`src/rtl/kpc_pkg.sv`:
```
package kpc_pkg;
  localparam int BYTE_W = 8;

  typedef enum logic [7:0] {
    CMD_NONE     = 8'h00,
    CMD_RD_ID    = 8'h80,
    CMD_WR_CFG   = 8'h81,
    CMD_RD_STAT  = 8'h82,
    CMD_SOFT_RST = 8'h83,
    CMD_WR_PULL  = 8'h84,
    CMD_WR_DIR   = 8'h85,
    CMD_WR_STATE = 8'h86,
    CMD_RD_DIR   = 8'h87,
    CMD_RD_STATE = 8'h88,
    CMD_SET_ACT  = 8'h8B,
    CMD_RD_ERR   = 8'h8C,
    CMD_SET_DBN  = 8'h8F,
    CMD_SET_KSZ  = 8'h90,
    CMD_RD_KSZ   = 8'h91,
    CMD_RD_CFG   = 8'h92,
    CMD_WR_CLK   = 8'h93,
    CMD_RD_CLK   = 8'h94
  } cmd_e;

  // bit positions inside the error and status bytes
  localparam int ERR_BADPAR = 0;
  localparam int ERR_UNKCMD = 1;
  localparam int ST_ERROR   = 3;
  localparam int ST_NOINIT  = 4;

  function automatic logic cmd_known(input logic [7:0] c);
    case (c)
      CMD_RD_ID, CMD_WR_CFG, CMD_RD_STAT, CMD_SOFT_RST, CMD_WR_PULL,
      CMD_WR_DIR, CMD_WR_STATE, CMD_RD_DIR, CMD_RD_STATE, CMD_SET_ACT,
      CMD_RD_ERR, CMD_SET_DBN, CMD_SET_KSZ, CMD_RD_KSZ, CMD_RD_CFG,
      CMD_WR_CLK, CMD_RD_CLK: return 1'b1;
      default:                return 1'b0;
    endcase
  endfunction
endpackage

```
`src/rtl/kpc_txn_tracker.sv`:
```
module kpc_txn_tracker #(
  parameter int IDX_W = 2
) (
  input  logic             clk,
  input  logic             rst,
  input  logic             txn_start,
  input  logic             txn_write,
  input  logic             wr_valid,
  input  logic [7:0]       wr_data,
  input  logic             rd_req,
  input  logic             par_finish,
  output logic [7:0]       cmd_q,
  output logic [IDX_W-1:0] idx_q,
  output logic             done_q,
  output logic             ev_cap,
  output logic             ev_par,
  output logic             ev_rd
);
  logic arm_q;

  // start has priority, then a written byte, then a read request
  assign ev_cap = !txn_start && wr_valid && arm_q;
  assign ev_par = !txn_start && wr_valid && !arm_q;
  assign ev_rd  = !txn_start && !wr_valid && rd_req;

  always_ff @(posedge clk) begin
    if (rst) begin
      arm_q  <= 1'b0;
      idx_q  <= '0;
      cmd_q  <= kpc_pkg::CMD_NONE;
      done_q <= 1'b1;
    end else if (txn_start) begin
      arm_q <= txn_write;
      idx_q <= '0;
    end else if (ev_cap) begin
      arm_q  <= 1'b0;
      idx_q  <= '0;
      cmd_q  <= wr_data;
      done_q <= 1'b0;
    end else if (ev_par || ev_rd) begin
      if (idx_q != {IDX_W{1'b1}}) idx_q <= idx_q + 1'b1;
      if (ev_par && par_finish) done_q <= 1'b1;
    end
  end
endmodule

```
`src/rtl/kpc_param_check.sv`:
```
module kpc_param_check #(
  parameter int         IDX_W      = 2,
  parameter int         GPIO_BYTES = 2,
  parameter int         ROW_MIN    = 3,
  parameter int         ROW_MAX    = 12,
  parameter int         COL_MIN    = 3,
  parameter int         COL_MAX    = 8,
  parameter logic [7:0] RST_KEY    = 8'hAA
) (
  input  logic [7:0]       cmd,
  input  logic [IDX_W-1:0] idx,
  input  logic [7:0]       data,
  input  logic             done,
  output logic             bad,
  output logic             unk,
  output logic             finish
);
  import kpc_pkg::*;

  localparam logic [IDX_W-1:0] LAST_IDX = IDX_W'(GPIO_BYTES - 1);

  logic [3:0] rows, cols;
  assign rows = data[3:0];
  assign cols = data[7:4];

  always_comb begin
    bad    = 1'b0;
    unk    = 1'b0;
    finish = 1'b0;
    if (done) begin
      bad = 1'b1;
    end else begin
      case (cmd)
        CMD_WR_CFG, CMD_SET_ACT: finish = 1'b1;
        CMD_SET_DBN: begin
          finish = 1'b1;
          bad    = (data == 8'h00);
        end
        CMD_SET_KSZ: begin
          finish = 1'b1;
          bad    = (int'(rows) < ROW_MIN) || (int'(rows) > ROW_MAX) ||
                   (int'(cols) < COL_MIN) || (int'(cols) > COL_MAX);
        end
        CMD_WR_CLK: begin
          finish = 1'b1;
          bad    = data[1] ^ data[0];
        end
        CMD_SOFT_RST: begin
          finish = 1'b1;
          bad    = (data != RST_KEY);
        end
        CMD_WR_PULL, CMD_WR_DIR, CMD_WR_STATE: finish = (idx == LAST_IDX);
        default: unk = 1'b1;
      endcase
    end
  end
endmodule

```
`src/rtl/kpc_ctrl_regs.sv`:
```
module kpc_ctrl_regs #(
  parameter int         IDX_W    = 2,
  parameter int         GPIO_W   = 16,
  parameter logic [7:0] CFG_RST  = 8'h80,
  parameter logic [7:0] ACT_RST  = 8'd125,
  parameter logic [7:0] DBN_RST  = 8'd3,
  parameter logic [7:0] KSZ_RST  = 8'h33,
  parameter logic [7:0] CLK_RST  = 8'h08
) (
  input  logic              clk,
  input  logic              rst,
  input  logic              ev_cap,
  input  logic [7:0]        cap_code,
  input  logic              ev_par,
  input  logic [7:0]        cmd,
  input  logic [IDX_W-1:0]  idx,
  input  logic [7:0]        data,
  input  logic              done,
  input  logic              par_bad,
  input  logic              par_unk,
  input  logic              ev_rd,
  input  logic              rd_unk,
  input  logic              rd_clr,
  output logic [7:0]        cfg_q,
  output logic [7:0]        act_q,
  output logic [7:0]        dbn_q,
  output logic [7:0]        ksz_q,
  output logic [7:0]        clk_q,
  output logic [GPIO_W-1:0] pull_q,
  output logic [GPIO_W-1:0] dir_q,
  output logic [GPIO_W-1:0] state_q,
  output logic [7:0]        status_q,
  output logic [7:0]        err_q,
  output logic              irq_n,
  output logic              flush
);
  import kpc_pkg::*;

  localparam int GPIO_BYTES = GPIO_W / 8;
  localparam logic [7:0] ST_RST = 8'(1 << ST_NOINIT);

  logic       wr_ok, cfg_we, srst_ok, any_err;
  logic [7:0] err_set, err_n, st_n;

  function automatic logic [GPIO_W-1:0] gpio_merge(
    input logic [GPIO_W-1:0] old, input logic [IDX_W-1:0] i, input logic [7:0] d);
    logic [GPIO_W-1:0] r;
    r = (i == '0) ? '0 : old;
    for (int b = 0; b < GPIO_BYTES; b++)
      if (i == IDX_W'(b)) r[b*8 +: 8] = d;
    return r;
  endfunction

  assign wr_ok   = ev_par && !done;
  assign cfg_we  = wr_ok && (cmd == CMD_WR_CFG);
  assign srst_ok = wr_ok && (cmd == CMD_SOFT_RST) && !par_bad;

  always_comb begin
    err_set = '0;
    err_set[ERR_BADPAR] = ev_par && par_bad;
    err_set[ERR_UNKCMD] = (ev_cap && !cmd_known(cap_code)) ||
                          (ev_par && par_unk) || (ev_rd && rd_unk);
    any_err = |err_set;
    err_n   = err_q | err_set;

    st_n = status_q;
    if (srst_ok)                            st_n = ST_RST;
    else if (cfg_we)                        st_n = '0;
    else if (rd_clr && !status_q[ST_NOINIT]) st_n = '0;
    if (any_err) st_n[ST_ERROR] = 1'b1;
  end

  always_ff @(posedge clk) begin
    if (rst) begin
      cfg_q    <= CFG_RST;
      act_q    <= ACT_RST;
      dbn_q    <= DBN_RST;
      ksz_q    <= KSZ_RST;
      clk_q    <= CLK_RST;
      pull_q   <= '0;
      dir_q    <= '0;
      state_q  <= '0;
      status_q <= ST_RST;
      err_q    <= '0;
      irq_n    <= 1'b0;
      flush    <= 1'b0;
    end else begin
      status_q <= st_n;
      err_q    <= err_n;
      irq_n    <= (st_n == '0);
      flush    <= cfg_we;
      if (srst_ok) begin
        cfg_q <= CFG_RST;
        act_q <= ACT_RST;
        dbn_q <= DBN_RST;
        ksz_q <= KSZ_RST;
        clk_q <= CLK_RST;
      end else if (wr_ok) begin
        case (cmd)
          CMD_WR_CFG:   cfg_q   <= data;
          CMD_SET_ACT:  act_q   <= data;
          CMD_SET_DBN:  dbn_q   <= data;
          CMD_SET_KSZ:  ksz_q   <= data;
          CMD_WR_CLK:   clk_q   <= data;
          CMD_WR_PULL:  pull_q  <= gpio_merge(pull_q, idx, data);
          CMD_WR_DIR:   dir_q   <= gpio_merge(dir_q, idx, data);
          CMD_WR_STATE: state_q <= gpio_merge(state_q, idx, data);
          default: ;
        endcase
      end
    end
  end
endmodule

```
`src/rtl/kpc_resp.sv`:
```
module kpc_resp #(
  parameter int          IDX_W  = 2,
  parameter int          GPIO_W = 16,
  parameter logic [15:0] ID_VAL = 16'h0400
) (
  input  logic              clk,
  input  logic              rst,
  input  logic              ev_rd,
  input  logic [7:0]        cmd,
  input  logic [IDX_W-1:0]  idx,
  input  logic [7:0]        cfg_q,
  input  logic [7:0]        ksz_q,
  input  logic [7:0]        clk_q,
  input  logic [GPIO_W-1:0] dir_q,
  input  logic [GPIO_W-1:0] state_q,
  input  logic [7:0]        status_q,
  input  logic [7:0]        err_q,
  output logic              rd_unk,
  output logic              rd_clr,
  output logic [7:0]        rd_data,
  output logic              rd_valid
);
  import kpc_pkg::*;

  logic [7:0]        byte_n;
  logic [GPIO_W-1:0] dir_sh, state_sh;
  logic [15:0]       id_sh;

  assign dir_sh   = dir_q   >> {idx, 3'b000};
  assign state_sh = state_q >> {idx, 3'b000};
  assign id_sh    = ID_VAL  >> {idx, 3'b000};
  assign rd_clr   = ev_rd && (cmd == CMD_RD_STAT);

  always_comb begin
    rd_unk = 1'b0;
    case (cmd)
      CMD_RD_ID:    byte_n = id_sh[7:0];
      CMD_RD_STAT:  byte_n = status_q;
      CMD_RD_DIR:   byte_n = dir_sh[7:0];
      CMD_RD_STATE: byte_n = state_sh[7:0];
      CMD_RD_ERR:   byte_n = err_q;
      CMD_RD_KSZ:   byte_n = ksz_q;
      CMD_RD_CFG:   byte_n = {4'h0, cfg_q[3:0]};
      CMD_RD_CLK:   byte_n = {clk_q[7:2], 2'b10};
      default: begin
        byte_n = 8'h00;
        rd_unk = 1'b1;
      end
    endcase
  end

  always_ff @(posedge clk) begin
    if (rst) begin
      rd_data  <= '0;
      rd_valid <= 1'b0;
    end else begin
      rd_valid <= ev_rd;
      if (ev_rd) rd_data <= byte_n;
    end
  end
endmodule

```
`src/rtl/kpc_cmd_ctrl.sv`:
```
module kpc_cmd_ctrl #(
  parameter int          GPIO_W  = 16,
  parameter logic [15:0] ID_VAL  = 16'h0400,
  parameter logic [7:0]  CFG_RST = 8'h80,
  parameter logic [7:0]  ACT_RST = 8'd125,
  parameter logic [7:0]  DBN_RST = 8'd3,
  parameter logic [7:0]  KSZ_RST = 8'h33,
  parameter logic [7:0]  CLK_RST = 8'h08,
  parameter logic [7:0]  RST_KEY = 8'hAA
) (
  input  logic              clk,
  input  logic              rst,
  input  logic              txn_start,
  input  logic              txn_write,
  input  logic              wr_valid,
  input  logic [7:0]        wr_data,
  input  logic              rd_req,
  output logic [7:0]        rd_data,
  output logic              rd_valid,
  output logic              irq_n,
  output logic [7:0]        cfg_o,
  output logic [7:0]        act_time_o,
  output logic [7:0]        debounce_o,
  output logic [7:0]        kp_size_o,
  output logic [7:0]        clk_cfg_o,
  output logic [GPIO_W-1:0] gpio_pull_o,
  output logic [GPIO_W-1:0] gpio_dir_o,
  output logic [GPIO_W-1:0] gpio_state_o,
  output logic              queue_flush
);
  localparam int GPIO_BYTES = GPIO_W / 8;
  localparam int IDX_W      = $clog2(GPIO_BYTES + 2);

  logic [7:0]       cmd_w, status_w, err_w;
  logic [IDX_W-1:0] idx_w;
  logic             done_w, ev_cap, ev_par, ev_rd;
  logic             par_bad, par_unk, par_fin, rd_unk, rd_clr;

  kpc_txn_tracker #(.IDX_W(IDX_W)) u_trk (
    .clk(clk), .rst(rst), .txn_start(txn_start), .txn_write(txn_write),
    .wr_valid(wr_valid), .wr_data(wr_data), .rd_req(rd_req),
    .par_finish(par_fin), .cmd_q(cmd_w), .idx_q(idx_w), .done_q(done_w),
    .ev_cap(ev_cap), .ev_par(ev_par), .ev_rd(ev_rd)
  );

  kpc_param_check #(.IDX_W(IDX_W), .GPIO_BYTES(GPIO_BYTES), .RST_KEY(RST_KEY)) u_chkp (
    .cmd(cmd_w), .idx(idx_w), .data(wr_data), .done(done_w),
    .bad(par_bad), .unk(par_unk), .finish(par_fin)
  );

  kpc_ctrl_regs #(
    .IDX_W(IDX_W), .GPIO_W(GPIO_W), .CFG_RST(CFG_RST), .ACT_RST(ACT_RST),
    .DBN_RST(DBN_RST), .KSZ_RST(KSZ_RST), .CLK_RST(CLK_RST)
  ) u_regs (
    .clk(clk), .rst(rst), .ev_cap(ev_cap), .cap_code(wr_data),
    .ev_par(ev_par), .cmd(cmd_w), .idx(idx_w), .data(wr_data), .done(done_w),
    .par_bad(par_bad), .par_unk(par_unk), .ev_rd(ev_rd), .rd_unk(rd_unk),
    .rd_clr(rd_clr), .cfg_q(cfg_o), .act_q(act_time_o), .dbn_q(debounce_o),
    .ksz_q(kp_size_o), .clk_q(clk_cfg_o), .pull_q(gpio_pull_o),
    .dir_q(gpio_dir_o), .state_q(gpio_state_o), .status_q(status_w),
    .err_q(err_w), .irq_n(irq_n), .flush(queue_flush)
  );

  kpc_resp #(.IDX_W(IDX_W), .GPIO_W(GPIO_W), .ID_VAL(ID_VAL)) u_resp (
    .clk(clk), .rst(rst), .ev_rd(ev_rd), .cmd(cmd_w), .idx(idx_w),
    .cfg_q(cfg_o), .ksz_q(kp_size_o), .clk_q(clk_cfg_o), .dir_q(gpio_dir_o),
    .state_q(gpio_state_o), .status_q(status_w), .err_q(err_w),
    .rd_unk(rd_unk), .rd_clr(rd_clr), .rd_data(rd_data), .rd_valid(rd_valid)
  );
endmodule

```
`config.mk`:
```
export PLATFORM = sky130hd
export DESIGN_NAME = kpc_cmd_ctrl
export DESIGN_NICKNAME = d
export VERILOG_FILES = /design/src/rtl/kpc_pkg.sv /design/src/rtl/kpc_txn_tracker.sv /design/src/rtl/kpc_param_check.sv /design/src/rtl/kpc_ctrl_regs.sv /design/src/rtl/kpc_resp.sv /design/src/rtl/kpc_cmd_ctrl.sv
export SDC_FILE = /design/constraint.sdc
export NUM_CORES = 1
export LEC_CHECK = 0
export BUFFER_PORTS_ARGS = -buffer_cell sky130_fd_sc_hd__buf_4
export CORE_MARGIN = 3
export CORE_UTILIZATION = 45
export DETAILED_ROUTE_END_ITERATION = 8
export HOLD_SLACK_MARGIN = 0.12
export PLACE_DENSITY = 0.68
export SETUP_SLACK_MARGIN = 0.5
export SYNTH_ARGS = -nofsm -noshare
export SYNTH_HDL_FRONTEND = slang
export SYNTH_SLANG_ARGS = --single-unit
```
`constraint.sdc`:
```
create_clock -name clk -period 2.6 [get_ports clk]
set_input_delay 0.13 -clock clk [delete_from_list [all_inputs] [get_ports clk]]
set_output_delay 0.13 -clock clk [all_outputs]
set_load 0.02 [all_outputs]
```
# After elaboration in Yosys (flattened, before gate mapping)
# Cells that the tools add are included.
op_classes:
  n_shift: 3
  addsub: 1
  n_lt_le_gt_ge: 4
  muxes: 21
  eq_ne: 37
  bitwise: 4
  n_reduce_logical: 58
op_table:
  columns: ["op", "count"]
  rows:
  - ["8-bit equality test, second input constant", 34]
  - ["8-bit one-hot mux with 8 select lines", 1]
  - ["8-bit 2-to-1 mux", 5]
  - ["16-bit by 5-bit >> shifter with 8-bit output", 2]
  - ["4-bit AND reduction", 6]
  - ["17-bit OR reduction", 1]
  - ["1-bit logical AND", 16]
  - ["8-bit zero test", 2]
  - ["16-bit 2-to-1 mux", 1]
  - ["2-bit AND reduction", 7]
  - ["1-bit 2-to-1 mux", 12]
  - ["11-bit by 5-bit >> shifter with 8-bit output, first input constant", 1]
  - ["9-bit OR reduction", 1]
  - ["4-bit > comparator, second input constant", 2]
  - ["4-bit by 2-bit less-than comparator with 1-bit output, second input constant", 2]
  - ["8-bit inequality test, second input constant", 1]
  - ["8-bit by 2-bit bitwise OR with 8-bit output", 1]
  - ["2-bit nonzero test", 4]
  - ["8-bit OR reduction", 1]
  - ["1-bit zero test", 7]
  - ["1-bit logical OR", 6]
  - ["3-bit OR reduction", 2]
  - ["6-bit OR reduction", 1]
  - ["1-bit one-hot mux with 4 select lines", 1]
  - ["9 further kinds", 11]
word_totals:
  in_bits: 14
  regBits: 127
  elab_cells: 149

# Longest topological paths before layout
depth:
  word_depth: 11
  mapped_depth: 10

# By module
# Synthesis repeated with hierarchy kept, for this count alone.
unflattened:
  cells_unflattened: 630
  area_unflattened_um2: 5855.6
modules_own_cells:
  columns: ["mod", "seq_area_each_um2", "area_per_inst_um2", "n_inst", "cells_per_inst"]
  rows:
  - ["kpc_ctrl_regs", 2001.9, 3910.0, 1, 390]
  - ["kpc_resp", 180.2, 1093.5, 1, 138]
  - ["kpc_txn_tracker", 240.2, 528.0, 1, 60]
  - ["kpc_param_check", 0.0, 324.1, 1, 42]

# Worst setup path before layout
# Ideal clock, no wire load.
synth_timing:
  path_kind: "register to register"
  start: "register u_trk.idx_q[0]"
  end: "register u_regs.dir_q[10]"
  path_stages_with_launch: 8
  arrival_time_ps: 1930
  setup_time_ps: 128
  slack_ps: 542
  path_cell_list: "dfxtp_1 > clkbuf_1 > clkinv_1 > ha_1 > o2111a_1 > nand2_1 > mux2i_1 > nor2_1"
synth_via:
  elab_chain_cells: 3
synth_rtl:
  columns: ["element", "line", "source"]
  rows:
  - ["start: declaration", "kpc_txn_tracker.sv:13", "output logic [IDX_W-1:0] idx_q,"]
  - ["start signal: assignment", "kpc_txn_tracker.sv:41", "if (idx_q != {IDX_W{1'b1}}) idx_q <= idx_q + 1'b1;"]
  - ["2-bit by 1-bit equality test with 1-bit output / 2-bit zero test (equally long branches)", "kpc_ctrl_regs.sv:50, kpc_ctrl_regs.sv:48", null]
  - ["2-bit nonzero test (no line)", null, null]
  - ["4-bit AND reduction (no line)", null, null]
  - ["end signal: assignment", "kpc_ctrl_regs.sv:106", "CMD_WR_DIR: dir_q <= gpio_merge(dir_q, idx, data);"]
  - ["end: declaration", "kpc_ctrl_regs.sv:30", "output logic [GPIO_W-1:0] dir_q,"]
# Parallel ways exist; a longest one is shown, timed or not.
# A chain may end at the register's enable or synchronous reset.

# Worst setup path after layout
layout_timing:
  start: "input port wr_data[2]"
  end: "register u_regs.irq_n"
layout_via:
  elab_chain_cells: 11
layout_rtl:
  columns: ["element", "line", "source"]
  rows:
  - ["start: declaration", "kpc_cmd_ctrl.sv:16", "input logic [7:0] wr_data,"]
  - ["4-bit by 2-bit less-than comparator with 1-bit output / 4-bit > comparator (equally long branches)", "kpc_param_check.sv:41", "bad = (int'(rows) < ROW_MIN) || (int'(rows) > ROW_MAX) ||"]
  - ["1-bit logical OR (2 in series)", "kpc_param_check.sv:41", null]
  - ["1-bit logical OR", "kpc_param_check.sv:42", "(int'(cols) < COL_MIN) || (int'(cols) > COL_MAX);"]
  - ["1-bit one-hot mux with 4 select lines", "kpc_param_check.sv:33", "case (cmd)"]
  - ["1-bit 2-to-1 mux", "kpc_param_check.sv:30", "if (done) begin"]
  - ["1-bit zero test", "kpc_ctrl_regs.sv:56", "assign srst_ok = wr_ok && (cmd == CMD_SOFT_RST) && !par_bad;"]
  - ["1-bit logical AND", "kpc_ctrl_regs.sv:56", null]
  - ["8-bit 2-to-1 mux", "kpc_ctrl_regs.sv:67", "if (srst_ok) st_n = ST_RST;"]
  - ["1-bit 2-to-1 mux", "kpc_ctrl_regs.sv:70", "if (any_err) st_n[ST_ERROR] = 1'b1;"]
  - ["8-bit zero test (*)", "kpc_ctrl_regs.sv:90", "irq_n <= (st_n == '0);"]
  - ["end signal: assignment", "kpc_ctrl_regs.sv:90", null]
  - ["end: declaration", "kpc_ctrl_regs.sv:34", "output logic irq_n,"]
# Every way passes the cells marked *; elsewhere a longest branch is shown, timed or not.

==> metrics.md <==
| Metric | Value |
|---|---|
| Mean routed wirelength per cell | 19.02 µm |
| Async S/R FF share, synth | 0% |
| H-tree level count | 4 |
| Most common library cell in the layout ignoring fill and taps | sky130_fd_sc_hd__buf_4 |
| Via count | 4,865 |
| Via count of the first global-routing pass | 4,459 |
| Fraction of post-synthesis cell area in the top cell type by area | 45.65% |
| Required time at the worst-slack endpoint | 2.91 ns |
| Leading cell types in the layout, fill and taps excluded | sky130_fd_sc_hd__buf_4, sky130_fd_sc_hd__dfxtp_1, sky130_fd_sc_hd__nor2_1, sky130_fd_sc_hd__mux2i_1, sky130_fd_sc_hd__nand2_1 |
| Synth top area cells | sky130_fd_sc_hd__dfxtp_1, sky130_fd_sc_hd__mux2i_1, sky130_fd_sc_hd__nor2_1, sky130_fd_sc_hd__nand2_1, sky130_fd_sc_hd__a221oi_1 |
| Clock Skew | 0.01042 ns |
| Classification of the worst-slack hold path | in -> reg |
| Source-to-sink clock delay at the later pin of the worst-skew pair | 0.42 ns |
| Number of sinks driven by the clock tree | 121 |
| Nature of the critical path endpoint | flop |
| Final routed wirelength across all metal layers | 16,280 µm |
| Post-synth design cell area | 0.005306 mm² |
| Static Leakage | 3.152 nW |
| Antenna Cells | 0 |
| DRC marker count from the first detailed-route iteration | 450 |
| Number of buffers inserted by port buffering | 112 |
| Worst Setup Slack post-DPL | 0.3666 ns |
| Maximum clock insertion buffer count | 2 |
| Sequential share of the synthesized area | 45.65% |
| Clock tree from TritonCTS | built |
| Kind of cell with the highest combined delay on the critical path | simple AND/OR/NAND/NOR gates |
| Post-synthesis instance total | 573 |
| Post-synth EDFFs | 0 |
| Max FO, Critical Path | 14 |
| Setup CP Type | in -> reg |
| Final layout net count | 721 |
| Max-slew violations | 0 |
| Total die area | 0.01313 mm² |
| Normalized max-slew margin | 47.63% |
| HPWL Detailed | 10,990 µm |
| Remaining routing DRC violations | 0 |
| DR vias/cell | 5.683 |
| CP arrival | 2.35 ns |
| Min-delay src | txn_start |
| Io pins | 113 |
| Worst IR drop on VDD | 0.0004611 V |
| Wire length of the first global-routing pass | 25,090 µm |
| Launching element type of the critical path | input port |
| Chip Width | 114.6 µm |
| Placer congestion estimate | 0.9444 |
| Max-cap viol count | 0 |
| Post-synthesis cell type with the largest combined area | sky130_fd_sc_hd__dfxtp_1 |
| Number of cells traversed by the worst hold path | 3 |
| Max Clk Rate | 490.8 MHz |
| Die height | 114.6 µm |
| Hold Crit Endpoint | u_resp.rd_valid |
| Portion of the clock cycle consumed by the worst path in the final layout | 78.37% |
| Buf+Inv Stages, Crit Path | 2 |
| Placeable core region | 0.01147 mm² |
| Synth Warn # | 0 |
| Total nets after synthesis | 594 |
| Antenna violations before repair | 1 |
| Total global-route track usage | 24.79% |
| Post-route ant nets | 0 |
| Drt first pass iters | 5 |
| Slowest stage delay, CP | 0.55 ns |
| Run status | complete, no violations |
| RSZ-0062 raised after global routing | yes |
| Number of flip-flops and latches in the synthesized netlist | 121 |
| PnR worst setup slack | 0.5624 ns |
| Register-to-Register Setup Slack | 0.60 ns |
| P&R area growth vs syn | 34.43% |
| Final worst path period need | 2.038 ns |
| Total overflow reported by the global router | 0 |
| Critical-path cell with the highest stage delay | sky130_fd_sc_hd__dlygate4sd3_1 |
| Total count of hold-check failures in the final report | 0 |
| Endpoint of the worst-slack reg-to-reg timing path | u_regs.irq_n |
| Number of placement rows | 39 |
| Count of cell types in the netlist | 59 |
| Launching point of the worst reg2reg path | u_trk.cmd_q[2] |
| Top_reg_cell synth | sky130_fd_sc_hd__dfxtp_1 |
| Fraction of final layout cells sized beyond drive strength 1 | 27.63% |
| Worst-Margin Slew | 0.7855 ns |
| CTS buffer count | 17 |
| Syn_area_per_cell | 9.261 µm² |
| Clock root buffer | sky130_fd_sc_hd__clkbuf_16 |
| Finish-stage setup viols | 0 |
| List of cells traversed by the critical path | dlygate4sd3_1, buf_6, or4b_1, or4_4, nor3_2, a211oi_1, a2bb2oi_2, and4_1 |
| Depth of the worst register-to-register path | 6 |
| Starting density of the core | 46.27% |
| Power density over cell area | 612.8 mW/mm² |
| Worst-path clk slew | 0.06 ns |
| Largest net degree at the start of global routing | 70 |
| Setup tns final | 0 ns |
==> how the worst max path moves through the flow <==
stage / cells after the start / start / slack (ns) / endpoint
2_1_floorplan: 7 / u_trk.idx_q[0] / 0.54 / u_regs.dir_q[10]
3_3_place_gp: 9 / wr_data[1] / 0.38 / u_regs.irq_n
3_5_place_dp: 9 / wr_data[1] / 0.37 / u_regs.irq_n
4_1_cts: 6 / u_trk.idx_q[0] / 0.42 / u_regs.pull_q[13]
5_1_grt: 7 / u_trk.cmd_q[2] / 0.47 / u_resp.rd_data[4]
6_report: 8 / wr_data[2] / 0.56 / u_regs.irq_n
==> worst register-to-register path, delay by kind of cell (launching register included) <==
family | cells | cell delay, ns
DFF | 1 | 0.55
AOI/OAI and AO/OA | 2 | 0.35
and+or+nand+nor | 3 | 0.58
muxes | 1 | 0.46
==> flip-flops by register name, indices dropped and copies added (netlist names), 2 cells and up <==
signal / count
u_trk.cmd_q: 8
u_regs.pull_q: 16
u_resp.rd_data: 8
u_regs.status_q: 8
u_regs.dbn_q: 8
u_regs.cfg_q: 8
u_regs.act_q: 8
u_regs.clk_q: 8
u_regs.state_q: 16
u_regs.ksz_q: 8
u_trk.idx_q: 2
u_regs.dir_q: 16
u_regs.err_q: 2
==> cell usage after synthesis (4+ instances only) <==
library cell and number:
sky130_fd_sc_hd__a21boi_0 4, sky130_fd_sc_hd__a222oi_1 4, sky130_fd_sc_hd__a221oi_1 18, sky130_fd_sc_hd__nor2b_1 6
sky130_fd_sc_hd__clkbuf_1 21, sky130_fd_sc_hd__nor3_1 6, sky130_fd_sc_hd__inv_1 7, sky130_fd_sc_hd__buf_2 10
sky130_fd_sc_hd__buf_4 4, sky130_fd_sc_hd__nand2_1 55, sky130_fd_sc_hd__o21ai_0 11, sky130_fd_sc_hd__and3_1 6
sky130_fd_sc_hd__nand2b_1 4, sky130_fd_sc_hd__dfxtp_1 121, sky130_fd_sc_hd__ha_1 7, sky130_fd_sc_hd__mux2i_1 86
sky130_fd_sc_hd__a21oi_1 22, sky130_fd_sc_hd__nand3_1 6, sky130_fd_sc_hd__and2_1 12, sky130_fd_sc_hd__nor2_1 103
==> through the flow <==
step / area [µm²] / hold WS (ns) / util (%) / total power (W) / std cells
after floorplan: 5306 / 0.2142 / - / 0.002022 / 573
after global placement: 6223 / 0.3758 / 54.27 / 0.002095 / 800
after detailed placement: 6223 / 0.3836 / 54.27 / 0.002097 / 800
after CTS: 6984 / 0.1548 / 60.91 / 0.004377 / 847
after global routing: 7133 / 0.1892 / 62.20 / 0.004507 / 856
final: 7133 / 0.1784 / 62.20 / 0.004371 / 856
==> final cells by class <==
type | count | area [µm²]
Clock buffer | 18 | 439.2
Clock inverter | 14 | 137.6
Inverter | 8 | 30.03
Timing Repair Buffer | 144 | 1177
Fill cell | 964 | 4334
Sequential cell | 121 | 2429
Tap cell | 143 | 178.9
Multi-Input combinational cell | 408 | 2741
==> power by group <==
group          internal (W)  total (W)  switching, W
registers           0.00186    0.00188     0.0000129
logic             0.0000815   0.000217      0.000136
clock network       0.00136    0.00228      0.000919
total               0.00330    0.00437       0.00107
==> metal layers <==
layer	track usage (%)	vias to the layer above	wire length, µm
met5	0	-	13
met4	8.314	2	388
met3	6.712	41	1184
met2	38.07	205	7381
met1	33.73	2341	7314
li1	-	2276	-
==> cells by family after synthesis <==
kind of cell / count (synthesis) / synth area share, %
simple gates: 230 / 21.29
flops: 121 / 45.65
mux: 87 / 16.65
compound gates: 83 / 10.96
buf+inv: 44 / 3.631
fa+ha+maj: 7 / 1.650
xor+xnor: 1 / 0.1651
==> repair_timing <==
item,4_1_cts,5_1_grt
setup endpoints to repair,64,104
hold endpoints to repair,27,0
resized for setup,5,24
hold buffers,13,0
buffers inserted,2,9
pin swaps,2,6
Power figures use the tool's default switching activity.
